## config.mk

```make
export PLATFORM = sky130hd
export DESIGN_NAME = glyph_bus_slave
export DESIGN_NICKNAME = d
export VERILOG_FILES = /design/src/rtl/glyph_bus_pkg.sv /design/src/rtl/glyph_bus_decode.sv /design/src/rtl/glyph_bus_strobe.sv /design/src/rtl/glyph_bus_store.sv /design/src/rtl/glyph_bus_slave.sv
export SDC_FILE = /design/constraint.sdc
export NUM_CORES = 1
export LEC_CHECK = 0
export BUFFER_PORTS_ARGS = -buffer_cell sky130_fd_sc_hd__buf_2
export CAP_MARGIN = 10
export CORE_MARGIN = 2
export CORE_UTILIZATION = 60
export CTS_CLUSTER_SIZE = 14
export DETAILED_ROUTE_END_ITERATION = 16
export GPL_ROUTABILITY_DRIVEN = 0
export PLACE_DENSITY = 0.81
export SLEW_MARGIN = 30
export SYNTH_ARGS = -nofsm -noshare
export SYNTH_HDL_FRONTEND = slang
export SYNTH_SLANG_ARGS = --single-unit
```

## constraint.sdc

```tcl
create_clock -name clk -period 3.5 [get_ports clk]
set_clock_uncertainty 0.15 [all_clocks]
set_input_delay 0.175 -clock clk [delete_from_list [all_inputs] [get_ports clk]]
set_output_delay 0.175 -clock clk [all_outputs]
set_load 0.02 [all_outputs]
```

## src/rtl/glyph_bus_pkg.sv

```systemverilog
package glyph_bus_pkg;
  typedef enum logic [2:0] {
    TGT_PTR   = 3'd0,
    TGT_ROW   = 3'd1,
    TGT_CTRL  = 3'd2,
    TGT_CHAR  = 3'd3,
    TGT_FLASH = 3'd4
  } tgt_e;
endpackage

```

## src/rtl/glyph_bus_decode.sv

```systemverilog
module glyph_bus_decode
  import glyph_bus_pkg::*;
(
  input  logic       flash_n,
  input  logic [1:0] sect,
  output tgt_e       tgt
);
  always_comb begin
    if (!flash_n) tgt = TGT_FLASH;
    else begin
      unique case (sect)
        2'd0:    tgt = TGT_PTR;
        2'd1:    tgt = TGT_ROW;
        2'd2:    tgt = TGT_CTRL;
        default: tgt = TGT_CHAR;
      endcase
    end
  end
endmodule

```

## src/rtl/glyph_bus_strobe.sv

```systemverilog
module glyph_bus_strobe (
  input  logic clk,
  input  logic rst,
  input  logic ce_n,
  input  logic re_n,
  input  logic we_n,
  input  logic seq_busy,
  output logic wr_fire,
  output logic rd_req
);
  logic taken_q;

  always_ff @(posedge clk) begin
    if (rst)                taken_q <= 1'b0;
    else if (ce_n)          taken_q <= 1'b0;
    else if (!we_n)         taken_q <= 1'b1;
  end

  assign wr_fire = !ce_n && !we_n && !taken_q && !seq_busy;
  assign rd_req  = !ce_n && !re_n;

  assert_one_write_R1: assert property (@(posedge clk) disable iff (rst)
    wr_fire |=> !wr_fire);
endmodule

```

## src/rtl/glyph_bus_store.sv

```systemverilog
module glyph_bus_store
  import glyph_bus_pkg::*;
#(
  parameter int N_POS  = 8,
  parameter int N_GLY  = 16,
  parameter int N_ROWS = 7,
  parameter int ROW_W  = 5,
  parameter int DW     = 8
) (
  input  logic                       clk,
  input  logic                       rst,
  input  logic                       wr_en,
  input  tgt_e                       tgt,
  input  logic [$clog2(N_POS)-1:0]   idx,
  input  logic [DW-1:0]              wdata,
  output logic [DW-1:0]              rdata
);
  localparam int PW    = $clog2(N_POS);
  localparam int GW    = $clog2(N_GLY);
  localparam int DEPTH = N_GLY * (2 ** PW);

  logic [DW-1:0]    char_mem [N_POS];
  logic [ROW_W-1:0] row_mem  [DEPTH];
  logic [N_POS-1:0] flash_q;
  logic [GW-1:0]    ptr_q;
  logic [DW-1:0]    ctrl_q;
  logic             row_ok;

  assign row_ok = (int'(idx) < N_ROWS);

  always_ff @(posedge clk)
    if (wr_en && tgt == TGT_CHAR) char_mem[idx] <= wdata;

  always_ff @(posedge clk)
    if (wr_en && tgt == TGT_ROW && row_ok) row_mem[{ptr_q, idx}] <= wdata[ROW_W-1:0];

  for (genvar p = 0; p < N_POS; p++) begin : g_flash
    always_ff @(posedge clk) begin
      if (rst) flash_q[p] <= 1'b0;
      else if (wr_en && tgt == TGT_FLASH && int'(idx) == p) flash_q[p] <= wdata[0];
    end
  end

  always_ff @(posedge clk) begin
    if (rst) begin
      ptr_q  <= '0;
      ctrl_q <= '0;
    end else if (wr_en) begin
      if (tgt == TGT_PTR)  ptr_q  <= wdata[GW-1:0];
      if (tgt == TGT_CTRL) ctrl_q <= wdata;
    end
  end

  always_comb begin
    rdata = '0;
    unique case (tgt)
      TGT_PTR:   rdata[GW-1:0] = ptr_q;
      TGT_ROW:   if (row_ok) rdata[ROW_W-1:0] = row_mem[{ptr_q, idx}];
      TGT_CTRL:  rdata = ctrl_q;
      TGT_CHAR:  rdata = char_mem[idx];
      TGT_FLASH: rdata[0] = flash_q[idx];
      default:   rdata = '0;
    endcase
  end

  assert_row_pad_R7: assert property (@(posedge clk) disable iff (rst)
    (tgt == TGT_ROW) |-> (rdata[DW-1:ROW_W] == '0) && (row_ok || rdata == '0));
  assert_flash_pad_R3: assert property (@(posedge clk) disable iff (rst)
    (tgt == TGT_FLASH) |-> (rdata[DW-1:1] == '0));
endmodule

```

## src/rtl/glyph_bus_slave.sv

```systemverilog
module glyph_bus_slave
  import glyph_bus_pkg::*;
#(
  parameter int N_POS  = 8,
  parameter int N_GLY  = 16,
  parameter int N_ROWS = 7,
  parameter int ROW_W  = 5,
  parameter int DW     = 8,
  parameter int AW     = 5
) (
  input  logic          clk,
  input  logic          rst,
  input  logic          ce_n,
  input  logic          re_n,
  input  logic          we_n,
  input  logic          flash_n,
  input  logic [AW-1:0] addr,
  input  logic [DW-1:0] din,
  input  logic          seq_busy,
  output logic [DW-1:0] bus_dout,
  output logic          bus_oe
);
  localparam int PW = $clog2(N_POS);

  tgt_e          tgt;
  logic          wr_fire;
  logic          rd_req;
  logic [DW-1:0] rdata;

  glyph_bus_decode u_dec (
    .flash_n (flash_n),
    .sect    (addr[AW-1:AW-2]),
    .tgt     (tgt)
  );

  glyph_bus_strobe u_stb (
    .clk      (clk),
    .rst      (rst),
    .ce_n     (ce_n),
    .re_n     (re_n),
    .we_n     (we_n),
    .seq_busy (seq_busy),
    .wr_fire  (wr_fire),
    .rd_req   (rd_req)
  );

  glyph_bus_store #(
    .N_POS (N_POS), .N_GLY (N_GLY), .N_ROWS (N_ROWS), .ROW_W (ROW_W), .DW (DW)
  ) u_mem (
    .clk   (clk),
    .rst   (rst),
    .wr_en (wr_fire),
    .tgt   (tgt),
    .idx   (addr[PW-1:0]),
    .wdata (din),
    .rdata (rdata)
  );

  always_ff @(posedge clk) begin
    if (rst) begin
      bus_oe   <= 1'b0;
      bus_dout <= '0;
    end else begin
      bus_oe   <= rd_req;
      bus_dout <= (rd_req && !seq_busy) ? rdata : '0;
    end
  end

  assert_oe_on_read_R2: assert property (@(posedge clk) disable iff (rst)
    (!ce_n && !re_n) |=> bus_oe);
  assert_oe_off_idle_R2: assert property (@(posedge clk) disable iff (rst)
    !(!ce_n && !re_n) |=> !bus_oe);
  assert_quiet_bus_R2: assert property (@(posedge clk) disable iff (rst)
    !bus_oe |-> (bus_dout == '0));
  assert_busy_zero_R8: assert property (@(posedge clk) disable iff (rst)
    (seq_busy && !ce_n && !re_n) |=> (bus_dout == '0));
endmodule

```

### After elaboration in Yosys (flattened, before gate mapping)

Memory sizes are Yosys's and may differ from the RTL's.
Cells that the tools add are included.

| storage, ports and cells | value |
|---|---|
| word-level logic and storage cells | 73 |
| memories kept | 2 |
| register bits | 30 |
| bits of input ports | 20 |
| memory bits (writable) | 704 |

Memory list:

| name | depth | width | read ports | clocked after Yosys merged registers in | wr ports | RTL line | RTL |
|---|---|---|---|---|---|---|---|
| u_mem.row_mem | 128 | 5 | 1 | 0 | 1 | glyph_bus_store.sv:23 | `logic [ROW_W-1:0] row_mem [DEPTH];` |
| u_mem.char_mem | 8 | 8 | 1 | 0 | 1 | glyph_bus_store.sv:22 | `logic [DW-1:0] char_mem [N_POS];` |

| operators by class | value |
|---|---|
| magnitude comparators | 2 |
| mux-type cells | 13 |
| bitwise logic cells | 1 |
| reductions and logical operators | 29 |
| equal/unequal tests | 13 |

Operator list:

| operator | count |
|---|---|
| 1-bit logical AND | 17 |
| 3-bit == test, second input constant | 5 |
| 3-bit by 2-bit == test with 1-bit output, second input constant | 4 |
| 3-bit case mux with 4 select lines | 1 |
| 3-bit by 1-bit == test with 1-bit output, second input constant | 2 |
| 3-bit logical NOT | 2 |
| 2-bit case mux with 3 select lines | 1 |
| 3-bit case mux with 2 select lines | 1 |
| 1-bit logical NOT | 5 |
| 1-bit two-way mux | 5 |
| 5-bit two-way mux | 1 |
| 1-bit case mux with 5 select lines | 1 |
| 3-bit by 4-bit < comparator with 1-bit output, second input constant | 1 |
| 2-bit AND reduction | 2 |
| 2-bit OR reduction | 2 |
| 1-bit binary-select mux with 3-bit select | 1 |
| 3-bit < comparator, second input constant | 1 |
| 3-bit two-way mux | 1 |
| 1-bit case mux with 3 select lines | 1 |
| 2-bit by 1-bit == test with 1-bit output, second input constant | 1 |
| 2-bit == test, second input constant | 1 |
| 2-bit logical NOT | 1 |
| 1-bit inverter | 1 |

### Longest topological paths before layout

Gate-level depths: netlist of the first run.

| logic depth | value |
|---|---|
| depth in word-level cells | 8 |
| gate-level depth with buffers | 11 |

### Hierarchy

From an unflattened synthesis of the first run, not the netlist that was laid out.

| second synthesis, totals | value |
|---|---|
| cells, all modules | 1,710 |
| area, all modules | 29,417.0 um^2 |

By module, submodules not included:

| module | times used | area each (um^2) | cells each |
|---|---|---|---|
| glyph_bus_store | 1 | 29,059.1 | 1,684 |
| glyph_bus_slave | 1 | 289.0 | 18 |
| glyph_bus_strobe | 1 | 52.6 | 5 |
| glyph_bus_decode | 1 | 16.3 | 3 |

### Least setup slack after synthesis of the first run

No wires, ideal clock.

| timing | value |
|---|---|
| path type | register to register |
| from | register u_stb.taken_q |
| to | memory u_mem.char_mem[0][0], enable pin |
| path buffers | 2 |
| arrival | 2.264 ns |
| data required time | 2.955 ns |
| stages on the path, launching flop included | 6 |
| library setup time | 0.395 ns |
| path slack | 0.691 ns |
| path through | dfxtp_1 > or4_1 > clkbuf_1 > or2_2 > clkbuf_1 > nor4_1 |

| on the way | value |
|---|---|
| longest elaborated chain between the ends | 6 |

Ends and longest elaborated chain:

| element | RTL line | RTL |
|---|---|---|
| start, declared | glyph_bus_strobe.sv:11 | `logic taken_q;` |
| start signal, assigned | glyph_bus_strobe.sv:14 | `if (rst) taken_q <= 1'b0;` |
| start signal, assigned | glyph_bus_strobe.sv:15 | `else if (ce_n) taken_q <= 1'b0;` |
| start signal, assigned | glyph_bus_strobe.sv:16 | `else if (!we_n) taken_q <= 1'b1;` |
| 1-bit logical NOT | glyph_bus_strobe.sv:19 | `assign wr_fire = !ce_n && !we_n && !taken_q && !seq_busy;` |
| 1-bit logical AND (2 in series) | glyph_bus_strobe.sv:19 |  |
| 1-bit logical AND | glyph_bus_store.sv:32 | `if (wr_en && tgt == TGT_CHAR) char_mem[idx] <= wdata;` |
| 1-bit two-way mux | glyph_bus_store.sv:32 |  |
| 1-bit two-way mux (not written as such) | glyph_bus_store.sv:32 |  |
| end, declared | glyph_bus_store.sv:22 |  |

No other way between the ends.

### Worst setup path after layout of the first run

| timing | value |
|---|---|
| from | register u_mem.ptr_q[0] |
| to | register bus_dout[2] |

| on the way | value |
|---|---|
| longest elaborated chain between the ends | 3 |

Ends and longest elaborated chain:

| element | RTL line | RTL |
|---|---|---|
| start, declared | glyph_bus_store.sv:25 | `logic [GW-1:0] ptr_q;` |
| start signal, assigned | glyph_bus_store.sv:49 | `if (tgt == TGT_PTR) ptr_q <= wdata[GW-1:0];` |
| memory 128 x 5 bit | n/a |  |
| 5-bit two-way mux | glyph_bus_store.sv:58 | `TGT_ROW: if (row_ok) rdata[ROW_W-1:0] = row_mem[{ptr_q, idx}];` |
| 3-bit case mux with 4 select lines | glyph_bus_store.sv:56 | `unique case (tgt)` |
| end signal, assigned | glyph_bus_slave.sv:65 | `bus_dout <= (rd_req && !seq_busy) ? rdata : '0;` |
| end, declared | glyph_bus_slave.sv:20 | `output logic [DW-1:0] bus_dout,` |

No other way between the ends.
A chain may end at the register's enable or synchronous reset.

==> results of run 1 <==
-- Yosys cell counts (6+ instances only) --
library cell	count
o221ai_1	6
mux2_2	38
and3b_1	23
nand3_1	49
clkbuf_1	49
o22ai_1	24
o2bb2ai_1	38
o41ai_1	7
o22a_1	20
mux2i_1	71
buf_6	14
nand2_1	32
mux4_2	98
a22oi_1	7
buf_2	43
nand3b_1	10
a222oi_1	17
a31o_2	17
a21oi_1	61
dfxtp_1	30
nor3_1	12
edfxtp_1	704
nand2b_1	9
buf_4	9
a32oi_1	10
o21ai_0	27
nor2_1	188
nor2b_1	6
-- report_power, final --
group / switching, mW / total (mW) / leakage, nW / internal (mW)
combinational: 0.509 / 0.791 / 3.14 / 0.282
clock: 3.15 / 7.58 / 1.13 / 4.42
sequential: 0.0249 / 9.73 / 6.63 / 9.70
total: 3.69 / 18.1 / 10.9 / 14.4
-- kinds of logic after synthesis --
kind of cell,after synthesis
AO/OA/AOI/OAI,261
buffers and inverters,124
flip-flops,734
multiplexers,208
other,1
AND/OR/NAND/NOR,357
-- per-stage QoR --
| step | hold WS [ns] | cells | setup slack [ns] | utilization | instance area [µm²] |
|---|---|---|---|---|---|
| floorplan | 0.0961 | 1764 | 0.691 | - | 29700 |
| global placement | 0.201 | 2377 | 0.218 | 0.633 | 30800 |
| detailed placement | 0.210 | 2377 | 0.213 | 0.633 | 30800 |
| CTS | 0.0164 | 2520 | 0.196 | 0.683 | 33200 |
| global route | 0.0490 | 2522 | 0.00195 | 0.683 | 33200 |
| finish | 0.0148 | 2522 | 0.0553 | 0.683 | 33200 |
-- worst paths after layout --
check                           cells after the start                   to
worst min register to register                      2      u_mem.ctrl_q[4]
worst min-delay path                                1  u_mem.row_mem[6][3]
worst max-delay path                                8          bus_dout[2]
worst max register to register                      8          bus_dout[2]
-- sequential cells by signal, indices dropped and copies added (netlist names) --
name,count
bus_dout,8
bus_oe,1
u_mem.char_mem,64
u_mem.ctrl_q,8
u_mem.flash_q,8
u_mem.ptr_q,4
u_mem.row_mem,640
u_stb.taken_q,1
-- cell type report --
cell class	count	area, µm²
tap	622	778
sequential	734	21700
inverter	5	18.8
clock buffer	100	2030
timing repair buffer	127	1080
fill	2942	15400
clock inverter	28	267
multi-input combinational	906	7330
-- critical path, cell delays in order, from the launching register on --
cell and delay, ns:
dfxtp_1 0.67, buf_4 0.29, and4bb_1 0.29, buf_4 0.21, a222oi_1 0.34, nor2_1 0.14, o41ai_1 0.81, nand4_1 0.21
a22o_1 0.23
-- routing by layer --
| layer | share of wire | track usage | vias up | wire, µm |
|---|---|---|---|---|
| li1 | - | - | 7036 | - |
| met1 | 0.37 | 0.375 | 8497 | 25900 |
| met2 | 0.48 | 0.446 | 1163 | 33300 |
| met3 | 0.11 | 0.0660 | 211 | 7440 |
| met4 | 0.046 | 0.126 | 0 | 3200 |
| met5 | 0 | 0 | - | 0 |
==> reports/qor.yml, run 1 <==
cts_buffers: 71
synth.distinct_cells: 63
crit_path_start_kind: "flip-flop"
setup_tns_ns: 0
synth-seq-cells: 734
synthFlopType: "edfxtp_1"
synth_top_area_frac: 0.718
synthMuxAreaShare: 0.114
core_um2: 48600
crit_path_start: "u_mem.ptr_q[0]"
tritoncts: "built"
clk_pin_slew_ns: 0.06
path_max_fanout: 19
pin_count: 29
cts_resized: 0
ys_top_cells_by_area: "edfxtp_1, mux4_2, mux2i_1, nor2_1, dfxtp_1"
drcViolationCount: 0
via_count: 16900
r2r_slack_ns: 0.06
row_count: 81
dieArea_um2: 50800
holdBufCountCts: 15
rr_startpoint: "u_mem.ptr_q[0]"
p_per_area_nw_per_um2: 544
irDropWorstVdd_uv: 413
min_from: "din[3]"
syn_inst: 1685
grt_first_pass_wirelength_um: 104000
grt_pass1_vias: 16700
yosys.area.top_type: "edfxtp_1"
synth_compound_area_frac: 0.0653
cts_max_level: 3
status: "finished clean"
vias_per_cell: 6.70
setup.worst_path.end_class: "flip-flop"
netlist_area_um2: 29400
post_cts_buffers: 0
routed_wl_um: 69900
rsz0062_at_grt: "false"
slew_viol_final: 0
yosysSeqAreaShare: 0.739
cts_sinks: 734
setup_viol: 0
fin_crit_sh: 0.984
power_mw: 18.1
grt_max_degree: 96
crit_required_ns: 3.86
max_freq_ghz: 0.290
dr.pass1.iters: 9
synthAdderAreaFrac: 0
worst_hold_path_type: "input pin to flip-flop"
areaGrowthSynthToFinish_pct: 13.0
fin_nets: 1865
synthSimpleGateAreaFrac: 0.0594
grt_overflow_total: 0
synth_edf_count: 704
synth.avg_cell_area_um2: 17.5
antenna_found_initial: 0
final_layout_size_suffix_gt1_frac: 0.198
die_x_um: 225
drtAntennaViolNets: 0
yosys_warnings: 0
clk_root_buffer_cell: "clkbuf_16"
die_h_um: 225
hpwl_um: 42700
routedWlPerCell_um: 27.7
final_cell_mix: "edfxtp_1, nor2_1, mux4_2, conb_1, buf_4"
portBuffers: 28
final-hold-violation-count: 0
clk_path_buf_depth: 3
min_period_ns: 3.44
arrival_ns: 3.80
synth_top_family_by_area: "multiplexers"
relSlewSlack: 0.357
synthArstFlopShare: 0
synth_xor_area_frac: 0
max_cap_viol_count: 0
final_common_cell: "edfxtp_1"
diodes: 0
grt_use_total: 0.281
p_leak_nw: 10.9
drtIter0Drc: 2454
initial_core_util: 0.605
critPathKind: "flip-flop to flip-flop"
worst_slew_pin_slew_ns: 0.965
clock_latency_ns: 0.61
Power figures use the tool's default switching activity.
==> run 2, diff against run 1 <==
--- a/config.mk
+++ b/config.mk
@@ -7,12 +7,14 @@
 export LEC_CHECK = 0
 export BUFFER_PORTS_ARGS = -buffer_cell sky130_fd_sc_hd__buf_2
 export CAP_MARGIN = 10
+export CELL_PAD_IN_SITES_DETAIL_PLACEMENT = 1
+export CELL_PAD_IN_SITES_GLOBAL_PLACEMENT = 1
 export CORE_MARGIN = 2
-export CORE_UTILIZATION = 60
+export CORE_UTILIZATION = 55
 export CTS_CLUSTER_SIZE = 14
 export DETAILED_ROUTE_END_ITERATION = 16
 export GPL_ROUTABILITY_DRIVEN = 0
-export PLACE_DENSITY = 0.81
+export PLACE_DENSITY = 0.84
 export SLEW_MARGIN = 30
 export SYNTH_ARGS = -nofsm -noshare
 export SYNTH_HDL_FRONTEND = slang
==> run 2 against run 1 <==
Maximum frequency grew 0.90%. Total power grew 3.5%. Worst hold slack gained 0.037 ns. Non-clock buffer count shrank 1. Sequential power is essentially flat. Largest cell class unchanged. Largest power group unchanged.
==> reports/qor.yml, run 2 (synthesized netlist as in run 1, its figures left out) <==
diodes: 0  # unchanged
irDropWorstVdd_uv: 415  # +0.42%
setup.worst_path.end_class: "flip-flop"
clk_root_buffer_cell: "clkbuf_16"
seq_area_um2: 21700  # unchanged
tritoncts: "built"
vias_per_cell: 6.70  # -0.12%
final-hold-violation-count: 0  # unchanged
regMostFlops: "u_mem.row_mem"
setup_viol: 0  # unchanged
worst_hold_path_type: "input pin to flip-flop"
clk_path_buf_depth: 3  # unchanged
relSlewSlack: 0.332  # -0.0244
largest_reg_flops: 640  # unchanged
p_leak_nw: 11.0  # +0.94%
antenna_found_initial: 1  # +1
max_freq_ghz: 0.293  # +0.90%
cts_buffers: 76  # +7.0%
internal_power_mw: 14.8  # +2.7%
initial_core_util: 0.558  # -0.0472
power_frac_seq: 0.520  # -0.018
cts_resized: 0  # unchanged
num-fill-cells: 4500  # +53%
portBuffers: 28  # unchanged
status: "finished clean"
arrival_ns: 3.76  # -0.04 ns
cts_sinks: 734  # unchanged
power_mw: 18.7  # +3.5%
clk_pin_slew_ns: 0.07  # about the same
final_cell_mix: "edfxtp_1, nor2_1, mux4_2, clkbuf_16, conb_1"
final_common_cell: "edfxtp_1"
drtAntennaViolNets: 0  # unchanged
crit_required_ns: 3.85  # about the same
rsz0062_at_grt: "false"
slew_viol_final: 0  # unchanged
core_um2: 52800  # +8.5%
drcViolationCount: 0  # unchanged
dieArea_um2: 55400  # +8.9%
post_cts_buffers: 0  # unchanged
multiInputGateArea_um2: 7350  # +0.22%
grt_overflow_total: 0  # unchanged
worst_slew_pin_slew_ns: 0.994  # +0.0289 ns
crit_path_start_kind: "flip-flop"
pin_count: 29  # unchanged
areaGrowthSynthToFinish_pct: 13.9
die_x_um: 235  # +4.4%
min_period_ns: 3.41  # -0.0307 ns
hpwl_um: 51500  # +21%
swShare: 0.210  # +0.00598
p_per_area_nw_per_um2: 559  # +2.6%
grt_pass1_vias: 18400  # +11%
grt_use_total: 0.309  # +0.0282
final_layout_size_suffix_gt1_frac: 0.206  # +0.00755
drtIter0Drc: 2105  # -14%
clkPwrFrac: 0.435  # +0.016
path_max_fanout: 19  # unchanged
setup_tns_ns: 0  # unchanged
fin_crit_sh: 0.975  # -0.00876
dr.pass1.iters: 8  # -1
die_h_um: 235  # +4.4%
clock_latency_ns: 0.62  # about the same
holdBufCountCts: 15  # unchanged
routedWlPerCell_um: 32.5  # +17%
top_regs: "u_mem.row_mem x640, u_mem.char_mem x64"
cts_max_level: 3  # unchanged
critPathKind: "flip-flop to flip-flop"
grt_max_degree: 139  # +45%
max_cap_viol_count: 0  # unchanged
via_count: 17400  # +2.8%
routed_wl_um: 84200  # +21%
power_switching_mw: 3.93  # +6.5%
grt_first_pass_wirelength_um: 125000  # +21%
fin_nets: 1869  # +0.21%
row_count: 84  # +3.7%
combPwrFrac: 0.045  # about the same
[run 2: layout make-up]
class,count,share of cell area
flip-flops and latches,734,0.649
multi-input cells,906,0.219
clock buffers,106,0.0654
repair buffers,126,0.0315
well taps,688,0.0257
clock inverters,31,0.00900
inverters,5,0.000560
[run 2: per-stage QoR]
step                      utilization  setup slack [ns]  std cells  hold WS [ns]  cell area, µm²
after global placement          0.585             0.139       2443         0.204           30800
after floorplan                     -             0.691       1764        0.0961           29700
final                           0.635            0.0859       2596        0.0522           33500
after global routing            0.635             0.108       2596        0.0771           33500
after CTS                       0.635            0.0552       2595        0.0312           33500
after detailed placement        0.585            0.0805       2443         0.216           30800
[run 2: path summary, 6_finish.rpt]
| path | start | to | slack (ns) | cells after the start |
|---|---|---|---|---|
| worst max-delay path | u_mem.ptr_q[0] | bus_dout[2] | 0.09 | 7 |
| worst min-delay path | din[3] | u_mem.row_mem[53][3] | 0.05 | 2 |
| worst max register to register | u_mem.ptr_q[0] | bus_dout[2] | 0.09 | 7 |
| worst min register to register | u_mem.flash_q[0] | u_mem.flash_q[0] | 0.36 | 2 |
[run 2: power groups by stage]
stage	Sequential, mW	Clock (mW)	Combinational (mW)
3_5_place_dp	9.92	0	0.802
4_1_cts	9.73	8.20	0.824
6_report	9.73	8.15	0.843
3_3_place_gp	9.91	0	0.768
5_1_grt	9.74	8.50	0.882
2_1_floorplan	9.91	0	0.439
[run 2: metal layers]
metal	track usage	wire, µm	up-vias
li1	-	-	7036
met1	0.407	31700	8963
met2	0.494	40500	1105
met3	0.0623	7380	276
met4	0.160	4670	2
met5	0	13	-
[run 2: critical path, cell delays in order (launching register included)]
cell	delay, ns
dfxtp_1	0.57
buf_4	0.30
and4b_1	0.41
a222oi_1	0.66
o22ai_1	0.13
o31ai_1	0.69
nand4_1	0.17
a22o_1	0.22
